--- src/rtl/bsbc_pkg.sv ---
package bsbc_pkg;

  typedef enum logic [2:0] {
    ST_IDLE,
    ST_SETUP,
    ST_LOW,
    ST_HIGH,
    ST_GAP,
    ST_STRB,
    ST_HOLD
  } seq_state_t;

  function automatic int unsigned idx_w(input int unsigned n);
    return (n > 1) ? $clog2(n) : 1;
  endfunction

endpackage

--- src/rtl/bsbc_cmd_store.sv ---
module bsbc_cmd_store #(
  parameter int unsigned DEPTH = 16,
  parameter int unsigned WIDTH = 8,
  localparam int unsigned AW = bsbc_pkg::idx_w(DEPTH),
  localparam int unsigned CW = $clog2(DEPTH + 1)
) (
  input  logic             clk,
  input  logic             rst_n,
  input  logic             wr_en,
  input  logic [WIDTH-1:0] wr_word,
  input  logic             clear,
  input  logic [AW-1:0]    rd_idx,
  output logic [WIDTH-1:0] rd_word,
  output logic             full
);

  logic [CW-1:0]    fill_q;
  logic [WIDTH-1:0] slot_q [DEPTH];
  logic             take;

  assign full = (fill_q == CW'(DEPTH));
  assign take = wr_en && !full;

  always_ff @(posedge clk) begin
    if (!rst_n)      fill_q <= '0;
    else if (clear)  fill_q <= '0;
    else if (take)   fill_q <= fill_q + CW'(1);
  end

  for (genvar g = 0; g < DEPTH; g++) begin : g_slot
    always_ff @(posedge clk) begin
      if (!rst_n)                           slot_q[g] <= '0;
      else if (clear)                       slot_q[g] <= '0;
      else if (take && fill_q == CW'(g))    slot_q[g] <= wr_word;
    end
  end

  assign rd_word = slot_q[rd_idx];

endmodule

--- src/rtl/bsbc_burst_seq.sv ---
module bsbc_burst_seq #(
  parameter int unsigned NUM_MOD = 16,
  parameter int unsigned WORD_W  = 8,
  localparam int unsigned AW = bsbc_pkg::idx_w(NUM_MOD),
  localparam int unsigned BW = bsbc_pkg::idx_w(WORD_W)
) (
  input  logic                   clk,
  input  logic                   rst_n,
  input  logic                   go,
  input  logic                   full,
  output bsbc_pkg::seq_state_t   state_o,
  output logic [AW-1:0]          mod_o,
  output logic [BW-1:0]          bit_o,
  output logic                   busy,
  output logic                   last_hold
);
  import bsbc_pkg::*;

  localparam logic [BW-1:0] TOP_BIT  = BW'(WORD_W - 1);
  localparam logic [AW-1:0] LAST_MOD = AW'(NUM_MOD - 1);

  seq_state_t    st_q;
  logic [AW-1:0] mod_q;
  logic [BW-1:0] bit_q;

  always_ff @(posedge clk) begin
    if (!rst_n) begin
      st_q  <= ST_IDLE;
      mod_q <= '0;
      bit_q <= '0;
    end else begin
      case (st_q)
        ST_IDLE: if (go && full) begin
          st_q  <= ST_SETUP;
          mod_q <= '0;
          bit_q <= TOP_BIT;
        end
        ST_SETUP: st_q <= ST_LOW;
        ST_LOW:   st_q <= ST_HIGH;
        ST_HIGH: begin
          if (bit_q == '0) st_q <= ST_GAP;
          else begin
            bit_q <= bit_q - BW'(1);
            st_q  <= ST_LOW;
          end
        end
        ST_GAP:  st_q <= ST_STRB;
        ST_STRB: st_q <= ST_HOLD;
        ST_HOLD: begin
          if (mod_q == LAST_MOD) st_q <= ST_IDLE;
          else begin
            mod_q <= mod_q + AW'(1);
            bit_q <= TOP_BIT;
            st_q  <= ST_SETUP;
          end
        end
        default: st_q <= ST_IDLE;
      endcase
    end
  end

  assign state_o   = st_q;
  assign mod_o     = mod_q;
  assign bit_o     = bit_q;
  assign busy      = (st_q != ST_IDLE);
  assign last_hold = (st_q == ST_HOLD) && (mod_q == LAST_MOD);

endmodule

--- src/rtl/bsbc_line_drive.sv ---
module bsbc_line_drive #(
  parameter int unsigned WORD_W = 8,
  parameter int unsigned AW     = 4,
  parameter int unsigned BW     = 3
) (
  input  logic                 clk,
  input  logic                 rst_n,
  input  bsbc_pkg::seq_state_t state_i,
  input  logic [AW-1:0]        mod_i,
  input  logic [BW-1:0]        bit_i,
  input  logic [WORD_W-1:0]    word_i,
  input  logic                 fin_i,
  output logic [AW-1:0]        addr_o,
  output logic                 dat_o,
  output logic                 sclk_o,
  output logic                 stb_o,
  output logic                 done_o
);
  import bsbc_pkg::*;

  logic shifting;
  assign shifting = (state_i == ST_SETUP) || (state_i == ST_LOW) || (state_i == ST_HIGH);

  always_ff @(posedge clk) begin
    if (!rst_n) begin
      addr_o <= '0;
      dat_o  <= 1'b0;
      sclk_o <= 1'b0;
      stb_o  <= 1'b0;
      done_o <= 1'b0;
    end else begin
      addr_o <= (state_i == ST_IDLE) ? '0 : mod_i;
      dat_o  <= shifting ? word_i[bit_i] : 1'b0;
      sclk_o <= (state_i == ST_HIGH);
      stb_o  <= (state_i == ST_STRB);
      done_o <= fin_i;
    end
  end

endmodule

--- src/rtl/bsbc_burst_serializer.sv ---
module bsbc_burst_serializer #(
  parameter int unsigned NUM_MOD = 16,
  parameter int unsigned PHASE_W = 7,
  localparam int unsigned WORD_W = PHASE_W + 1,
  localparam int unsigned AW     = bsbc_pkg::idx_w(NUM_MOD),
  localparam int unsigned BW     = bsbc_pkg::idx_w(WORD_W)
) (
  input  logic              clk,
  input  logic              rst_n,
  input  logic              host_valid,
  output logic              host_ready,
  input  logic [WORD_W-1:0] host_byte,
  input  logic              burst_go,
  output logic [AW-1:0]     mod_addr,
  output logic              ser_dat,
  output logic              ser_clk,
  output logic              ser_stb,
  output logic              burst_done
);

  bsbc_pkg::seq_state_t st;
  logic [AW-1:0]     cur_mod;
  logic [BW-1:0]     cur_bit;
  logic [WORD_W-1:0] cur_word;
  logic              busy, full, fin, wr_en;

  assign host_ready = !busy && !full;
  assign wr_en      = host_valid && host_ready;

  bsbc_cmd_store #(.DEPTH(NUM_MOD), .WIDTH(WORD_W)) u_store (
    .clk     (clk),
    .rst_n   (rst_n),
    .wr_en   (wr_en),
    .wr_word (host_byte),
    .clear   (fin),
    .rd_idx  (cur_mod),
    .rd_word (cur_word),
    .full    (full)
  );

  bsbc_burst_seq #(.NUM_MOD(NUM_MOD), .WORD_W(WORD_W)) u_seq (
    .clk       (clk),
    .rst_n     (rst_n),
    .go        (burst_go),
    .full      (full),
    .state_o   (st),
    .mod_o     (cur_mod),
    .bit_o     (cur_bit),
    .busy      (busy),
    .last_hold (fin)
  );

  bsbc_line_drive #(.WORD_W(WORD_W), .AW(AW), .BW(BW)) u_line (
    .clk     (clk),
    .rst_n   (rst_n),
    .state_i (st),
    .mod_i   (cur_mod),
    .bit_i   (cur_bit),
    .word_i  (cur_word),
    .fin_i   (fin),
    .addr_o  (mod_addr),
    .dat_o   (ser_dat),
    .sclk_o  (ser_clk),
    .stb_o   (ser_stb),
    .done_o  (burst_done)
  );

endmodule

--- config.mk ---
export PLATFORM = sky130hd
export DESIGN_NAME = bsbc_burst_serializer
export DESIGN_NICKNAME = d
export VERILOG_FILES = /design/src/rtl/bsbc_pkg.sv /design/src/rtl/bsbc_cmd_store.sv /design/src/rtl/bsbc_burst_seq.sv /design/src/rtl/bsbc_line_drive.sv /design/src/rtl/bsbc_burst_serializer.sv
export SDC_FILE = /design/constraint.sdc
export NUM_CORES = 1
export LEC_CHECK = 0
export BUFFER_PORTS_ARGS = -buffer_cell sky130_fd_sc_hd__buf_2
export CORE_UTILIZATION = 67
export CTS_BUF_LIST = sky130_fd_sc_hd__clkbuf_4 sky130_fd_sc_hd__clkbuf_8 sky130_fd_sc_hd__clkbuf_16
export CTS_CLUSTER_DIAMETER = 80
export DETAILED_ROUTE_END_ITERATION = 8
export GPL_TIMING_DRIVEN = 1
export HOLD_SLACK_MARGIN = 0.03
export PLACE_DENSITY_LB_ADDON = 0.25
export SYNTH_ARGS = -nofsm -noshare
export SYNTH_HDL_FRONTEND = slang
export SYNTH_SLANG_ARGS = --single-unit
--- constraint.sdc ---
create_clock -name clk -period 4.91 [get_ports clk]
set_input_delay 0.7365 -clock clk [delete_from_list [all_inputs] [get_ports clk]]
set_output_delay 0.7365 -clock clk [all_outputs]
set_load 0.02 [all_outputs]
==> flow_summary.toml <==
[status]
status = "finished, final reports clean"

[timing]
finalClockSkew_ns = 0.0101
whs_ns = 0.517
worst_slew_pin_slew_ns = 1.11
hold_viol_final = 0
min_period_over_period_pct = 69.8
tns_ns = 0
max_freq_mhz = 292
finalMaxSlewViolations = 0
fin_crit_ns = 3.43
setup_viol = 0
maxSlewHeadroom_pct = 26.0
grt_setup_unrepaired = "false"

[die]
core_region_area_um2 = 10500
initial_core_util_pct = 69.8
die_y_um = 106
chipWidth_um = 106
ios = 21
num_rows = 37
die_area_um2 = 11300

[worst_setup_path]
crit_required_ns = 5.09
worst-r2r-cell-count = 7
crit_top_cell = "nand2_1"
startpoint_type = "flop"
critical_path_class = "reg2reg"
path_max_fanout = 28
r2r-end = "u_store.slot_q[10][0]$_SDFFCE_PN0P_"
critPathMaxStageDelay_ns = 0.97
rr_startpoint = "u_seq.mod_o[0]$_SDFFE_PN0N_"
path_cells = "ha_1, nand3_1, o31a_1, nand2_4, nor4b_4, nand2_1, nand2_1"
arrival_ns = 3.61
critPathCaptureType = "flop"
cpMaxStageDelayCell = "nor4b_4"
rrSetupSlack_ns = 1.48

[route]
drtAntennaViolNets = 0
vias = 4619
wire_per_inst_um = 23.3
routed_wl_um = 16300
avgViaCountPerCell = 6.60
drt-pass1-iter-count = 7
drc = 0
drt_iter0_markers = 433

[grt]
grt_overflow = 0
antenna_found_initial = 1
grt_max_degree = 37
grt_use_total_pct = 30.7
grt_pass1_wl_um = 24600
grt_pass1_vias = 4428

[clock_network]
hold_buffers = 0
cts_tree = "built"
cts_setup_buffers = 0
cts.sinks = 155
path_clk_slew_ns = 0.06
post_cts_resized = 0
htree_levels = 4
cts_inserted_buffers = 17
clock_tree.buffer_depth = 2
clk_latency_ns = 0.52
root_buffer = "clkbuf_8"

[synth]
synth-edff-count = 128
netlist_instances = 554
ys_ff_latch = 155
ys_warn_count = 0
synth_area_um2 = 7300
async_reset_ff_share_pct = 0
synth_top_flop_cell = "edfxtp_1"
synth.distinct_cells = 50
syn_nets = 574
syn_avg_cell_area_um2 = 13.2
yosysSeqAreaShare_pct = 60.1

[place]
dp_hpwl_um = 10600
portBuffers = 20
place_inst = 667
place_congestion = 0.851
place_area_um2 = 7370

[final_layout]
finalNonFillerCells = 700
nNetsFinal = 570
layout_common_cells = "edfxtp_1, and3_1, nand2_1"
mostFrequentLayoutCell = "edfxtp_1"
drive_gt1_share_pct = 17.2
syn2layout_area_growth_pct = 8.54
fill_cells = 680
final_cell_area_um2 = 7920

[worst_hold_path]
hold_path_end = "u_line.addr_o[3]$_SDFF_PP0_"
hold_start = "u_seq.mod_o[3]$_SDFFE_PN0N_"
min_path_cells = 1
hp-class = "reg2reg"

[power_and_ir_drop]
power_density_nw_per_um2 = 379
leakagePower_nw = 3.24
irDropWorstVdd_mv = 0.353

[flow_run]
maxCapViolations = 0
==> synth_stat cells, drive strengths merged, types with 2 or more instances <==
master | instances | area share (%)
nand3b | 2 | 0.21
a221oi | 4 | 0.48
clkbuf | 30 | 1.6
xor2 | 5 | 0.60
a211oi | 7 | 0.72
inv | 7 | 0.36
nor4b | 2 | 0.65
and2 | 19 | 1.6
nor2 | 25 | 1.5
o21ai | 7 | 0.48
mux2 | 5 | 0.77
nor3b | 2 | 0.21
nor3 | 6 | 0.57
dfxtp | 27 | 7.4
nand2b | 2 | 0.17
mux4 | 25 | 7.7
and3 | 120 | 10
or3 | 2 | 0.17
buf | 20 | 1.9
mux2i | 18 | 2.5
nand4 | 5 | 0.43
ha | 8 | 1.4
nand3 | 6 | 0.41
nor4 | 3 | 0.46
nor2b | 4 | 0.34
edfxtp | 128 | 53
a21oi | 6 | 0.41
nand2 | 45 | 2.4
==> sequential cells by signal (all words and copies together), names as in the netlist, 3 cells and up, named ones only <==
signal,count
u_store.slot_q,128
u_store.fill_q,5
u_seq.bit_o,3
u_seq.mod_o,4
u_seq.state_o,3
u_line.addr_o,4
==> kinds of logic (layout without fill, tap and decap cells) <==
group                      Yosys count  in the layout  synth area share, %
and+or+nand+nor                    245            245                 19.7
DFF                                155            155                 60.1
buffers and inverters               58             67                 3.89
muxes                               48             48                 11.0
AOI/OAI and AO/OA                   34             34                 3.24
adders and majority gates            8              8                 1.37
xor gates and xnor gates             6              6                0.720
other                                0              1                    0
==> area by class of cell <==
type | count | area (µm²) | area share (%)
clock buffers | 19 | 442 | 5.58
diodes | 1 | 2.50 | 0.0316
multi-input cells | 341 | 2630 | 33.2
clock inverters | 13 | 109 | 1.37
well taps | 136 | 170 | 2.15
repair buffers | 27 | 153 | 1.93
flip-flops and latches | 155 | 4390 | 55.4
inverters | 8 | 30.0 | 0.379
==> worst max path at each step <==
stage	from	end
floorplan	rst_n	u_store.slot_q[10][0]$_SDFFCE_PN0P_
global placement	rst_n	u_store.slot_q[9][2]$_SDFFCE_PN0P_
detailed placement	rst_n	u_store.slot_q[9][3]$_SDFFCE_PN0P_
CTS	u_seq.mod_o[0]$_SDFFE_PN0N_	u_store.slot_q[10][3]$_SDFFCE_PN0P_
global route	u_seq.mod_o[0]$_SDFFE_PN0N_	u_store.slot_q[10][3]$_SDFFCE_PN0P_
finish	u_seq.mod_o[0]$_SDFFE_PN0N_	u_store.slot_q[10][0]$_SDFFCE_PN0P_
==> layer usage <==
metal | share of wire, % | global-route usage [%] | routed length [µm] | vias to the layer above
met4 | 2.5 | 12.6 | 404 | 0
met2 | 50 | 49.8 | 8100 | 249
li1 | - | - | - | 2085
met5 | 0 | 0 | 0 | -
met1 | 39 | 39.5 | 6350 | 2246
met3 | 8.9 | 8.09 | 1460 | 39
==> critical path, delay by kind of cell, from the launching register on <==
family,cells,cell delay [ns]
compound gates,1,0.73
flops,1,0.36
fa+ha+maj,1,0.23
simple gates,5,1.76
==> power by group <==
group / total [mW] / internal (mW) / switching, mW
sequential: 1.52 / 1.48 / 0.0398
clock: 1.20 / 0.661 / 0.542
combinational: 0.279 / 0.0832 / 0.196
==> stage by stage <==
| step | util (%) | total power [mW] | setup slack [ns] |
|---|---|---|---|
| floorplan | - | 1.73 | 2.38 |
| global placement | 70.4 | 1.81 | 1.54 |
| detailed placement | 70.4 | 1.82 | 1.41 |
| CTS | 75.7 | 3.00 | 1.58 |
| global route | 75.7 | 3.09 | 1.32 |
| finish | 75.7 | 3.00 | 1.48 |
Note: power is estimated with default switching activity, not from simulation.
